**src/rtl/dcc_pkg.sv**
```systemverilog
package dcc_pkg;
  localparam int COL_H  = 5;
  localparam int HI_WT  = 2;
  localparam int LINES  = COL_H + 1;
  localparam int MAXSUM = COL_H + HI_WT * COL_H;
  localparam int OUT_W  = $clog2(MAXSUM + 1);
endpackage

```
**src/rtl/dcc_col_encoder.sv**
```systemverilog
module dcc_col_encoder #(
  parameter int COL_H = dcc_pkg::COL_H,
  localparam int LINES = COL_H + 1
) (
  input  logic [COL_H-1:0] col,
  output logic [LINES-1:0] line
);
  for (genvar gv = 0; gv < LINES; gv++) begin : g_line
    assign line[gv] = ($countones(col) == gv);
  end

  always_comb begin
    AST_ONE_LINE: assert ($countones(line) == 1)
      else $error("count lines not one-hot");
  end
endmodule

```
**src/rtl/dcc_intersect.sv**
```systemverilog
module dcc_intersect #(
  parameter int LINES = dcc_pkg::LINES,
  parameter int HI_WT = dcc_pkg::HI_WT,
  parameter int OUT_W = dcc_pkg::OUT_W
) (
  input  logic [LINES-1:0] lo_line,
  input  logic [LINES-1:0] hi_line,
  output logic [OUT_W-1:0] sum
);
  // Bit 0: low column only, odd counts.
  logic [LINES-1:0] odd_hit;
  for (genvar ga = 0; ga < LINES; ga++) begin : g_odd
    if ((ga % 2) == 1) begin : g_on
      assign odd_hit[ga] = lo_line[ga];
    end else begin : g_off
      assign odd_hit[ga] = 1'b0;
    end
  end
  assign sum[0] = |odd_hit;

  // Upper bits: one line pair per matrix cell.
  for (genvar gi = 1; gi < OUT_W; gi++) begin : g_bit
    logic [LINES*LINES-1:0] hit;
    for (genvar ga = 0; ga < LINES; ga++) begin : g_row
      for (genvar gb = 0; gb < LINES; gb++) begin : g_cell
        localparam int CELL = ga + HI_WT * gb;
        if (((CELL >> gi) % 2) == 1) begin : g_on
          assign hit[ga*LINES+gb] = lo_line[ga] & hi_line[gb];
        end else begin : g_off
          assign hit[ga*LINES+gb] = 1'b0;
        end
      end
    end
    assign sum[gi] = |hit;
  end

  always_comb begin
    AST_ZERO_LINES: assert (!(lo_line[0] && hi_line[0]) || sum == '0)
      else $error("zero counts gave nonzero sum");
  end
endmodule

```
**src/rtl/dual_column_counter.sv**
```systemverilog
module dual_column_counter
  import dcc_pkg::*;
(
  input  logic [COL_H-1:0] lo_col,
  input  logic [COL_H-1:0] hi_col,
  output logic [OUT_W-1:0] total
);
  logic [LINES-1:0] lo_line;
  logic [LINES-1:0] hi_line;

  dcc_col_encoder #(.COL_H(COL_H)) u_lo_enc (.col(lo_col), .line(lo_line));
  dcc_col_encoder #(.COL_H(COL_H)) u_hi_enc (.col(hi_col), .line(hi_line));

  dcc_intersect #(.LINES(LINES), .HI_WT(HI_WT), .OUT_W(OUT_W)) u_mat (
    .lo_line(lo_line),
    .hi_line(hi_line),
    .sum    (total)
  );

  always_comb begin
    AST_SUM_MATCH: assert (int'(total) == $countones(lo_col) + HI_WT * $countones(hi_col))
      else $error("sum mismatch");
    AST_LSB_PARITY: assert (total[0] == ^lo_col)
      else $error("lsb not low-column parity");
  end
endmodule

```
**config.mk**
```make
export PLATFORM = sky130hd
export DESIGN_NAME = dual_column_counter
export DESIGN_NICKNAME = d
export VERILOG_FILES = /design/src/rtl/dcc_pkg.sv /design/src/rtl/dcc_col_encoder.sv /design/src/rtl/dcc_intersect.sv /design/src/rtl/dual_column_counter.sv
export SDC_FILE = /design/constraint.sdc
export NUM_CORES = 1
export LEC_CHECK = 0
export BUFFER_PORTS_ARGS = -buffer_cell sky130_fd_sc_hd__buf_2
export CAP_MARGIN = 30
export CORE_AREA = 2 2 39 41
export DETAILED_ROUTE_END_ITERATION = 10
export DIE_AREA = 0 0 41 43
export PLACE_DENSITY = 0.38
export SYNTH_ARGS = -nofsm -noshare
export SYNTH_HDL_FRONTEND = slang
export SYNTH_SLANG_ARGS = --single-unit
```
**constraint.sdc**
```tcl
create_clock -name vclk -period 5.33
set_clock_uncertainty 0.2 [all_clocks]
set_input_delay 0.533 -clock vclk [all_inputs]
set_output_delay 0.533 -clock vclk [all_outputs]
set_load 0.05 [all_outputs]
```
==> reports/results.tsv <==
stage	metric	value	unit
die	IO Pins	14	
finish	leading cell type in the layout, fill and taps excluded	buf_2	
finish	n_diodes	0	
critical_path	Largest stage delay, worst path	0.48	ns
critical_path	Setup CP Type	in2out	
global_route	first-pass GRT wire length	890	µm
routing	DR pass1 iterations	3	
timing	Slew @ Worst Pin	0.253	ns
finish	layout cells sized above 1	29.8	%
power	Max rail drop VDD	0.000220	V
die	Rows	14	
die	Total Die Area	0.00176	mm²
status	status	finished clean	
synth	cells after synthesis	33	
worst_hold_path	hold path start	lo_col[1]	
worst_hold_path	WHS Path Cells	3	
clocking	post-CTS setup buffers	0	
global_route	largest net degree at the start of global routing	7	
power	Power Total	0.000101	W
synth	Syn Nets	51	
global_route	met2 GRT Util	10.0	%
global_route	initial antenna violation count	0	
synth	Avg Inst Size Synth	8.11	µm²
routing	Routed Antenna Nets	0	
synth	dominant cell type by area after synthesis	fa_1	
timing	Final Hold Fails	0	
routing	DRC violations left	0	
synth	top post-synthesis cells by area	fa_1 30%, ha_1 19%, inv_1 17%, and3b_1 6.5%, and4b_1 3.7%	
die	DIE HEIGHT	43	µm
finish	Layout clock buffers	0	
routing	Iteration-0 DRC Markers	1	
timing	post-route setup slack	1.62	ns
timing	period utilization	69.6	%
synth	Yosys warning count	0	
clocking	PostCTS Resize Cnt	0	
power	PwrDens	283	mW/mm²
global_route	global route hottest layer	met1	
synth	library cells used by synthesis	14	
finish	Storage cell area	0	µm²
synth	top cell type's share of synthesized area	29.9	%
worst_hold_path	Worst Hold Class	in2out	
finish	area delta synth->final	33.6	%
critical_path	crit path cell chain	buf_2 > ha_1 > inv_1 > fa_1 > inv_1 > ha_1 > inv_1 > fa_1 > or3b_1 > a21oi_1 > buf_2	
global_route	global routing usage on met1	11.6	%
placed_design	Buffers on Ports	14	
routing	routed len/inst	8.08	µm
timing	Finish-stage setup viols	0	
worst_hold_path	hold path endpoint	total[0]	
finish	num sequential	0	
critical_path	startpoint types	input port	
power	leakage power	0.217	nW
routing	vias per inst	3.89	
routing	Via Count	245	
finish	# nets final	67	
finish	commonest cells after routing, fill and taps aside	14 x buf_2, 12 x inv_1, 4 x fa_1, 4 x ha_1	
critical_path	Arr. time, crit path	2.98	ns
placed_design	pre-CTS setup slack	1.61	ns
critical_path	crit-path most repeated cell	inv_1	
timing	setup TNS	0	ns
critical_path	CP endpoint kind	output port	
routing	Detailed Route WL	509	µm
critical_path	WP data required	4.60	ns
global_route	routing usage on met3	0	%
critical_path	Worst Path Max Fanout	6	
global_route	number of global-route vias before repair	215	
timing	fin crit period	3.71	ns
synth	sequential share of the synthesized area	0	%
global_route	GRT Residual Overflow	0	
global_route	Total GRT Usage	6.83	%
synth	cell area after synthesis	268	µm²
flow_run	max-capacitance violation count	0	
timing	RSZ-0062 raised after global routing	no	
placed_design	post-DP HPWL	470	µm
die	Core Footprint	0.00138	mm²
die	DIE WIDTH	41	µm
critical_path	crit path max-delay cell type	fa_1	
timing	Max-slew headroom	83.3	%
timing	f_max	0.270	GHz
die	starting density of the core	19.3	%
timing	Slew Limit Fails	0	
placed_design	GP Congestion	0.645	
clocking	cts hold-fix bufs	0	
[kinds of logic (layout without fill, tap and decap cells)]
group	count (synthesis)	in the layout	synth area share, %
buf+inv	12	26	16.8
simple gates	9	9	22.9
fa+ha+maj	8	8	48.6
compound gates	3	3	8.41
xor+xnor	1	1	3.27
[area by class of cell]
| class | count | area, µm² |
|---|---|---|
| timing repair buffer | 14 | 70.1 |
| multi-input combinational | 21 | 223 |
| tap | 16 | 20.0 |
| inverter | 12 | 45.0 |
| fill | 165 | 1030 |
[worst max-delay path by stage]
stage,endpoint,depth (start not counted),slack (ns),startpoint
2_1_floorplan,total[3],9,1.01,lo_col[2]
3_3_place_gp,total[1],11,1.59,lo_col[2]
3_5_place_dp,total[1],11,1.61,lo_col[2]
4_1_cts,total[1],11,1.59,lo_col[2]
5_1_grt,total[3],11,1.47,lo_col[2]
6_report,total[1],11,1.62,lo_col[2]
[metal layers]
layer	part of all wire (%)	vias to the layer above
met3	1.8	0
met4	0	0
met5	0	-
met1	51	112
li1	-	130
met2	47	3
[metrics by stage]
step           instance area [µm²]  utilization, %  hold WS [ns]  instances
2_1_floorplan                  268               -          1.24         33
3_3_place_gp                   358            25.9          1.32         63
3_5_place_dp                   358            25.9          1.32         63
4_1_cts                        358            25.9          1.32         63
5_1_grt                        358            25.9          1.33         63
6_report                       358            25.9          1.31         63
[cell usage after synthesis, drive strengths merged, types with 2 or more instances]
library cell / number
inv: 12
fa: 4
ha: 4
and3b: 2
nor2: 2
[power by group]
group	total, W	switching, W	internal, W
registers	0	0	0
clock network	0	0	0
logic	0.000101	0.0000680	0.0000334
total	0.000101	0.0000680	0.0000334
[worst max-delay path: cells and delay by family]
family,cells,cell delay [ns]
buf+inv,5,0.53
compound gates,1,0.14
simple gates,1,0.40
fa+ha+maj,4,1.38
No activity file was read; power rests on OpenSTA's default activity.
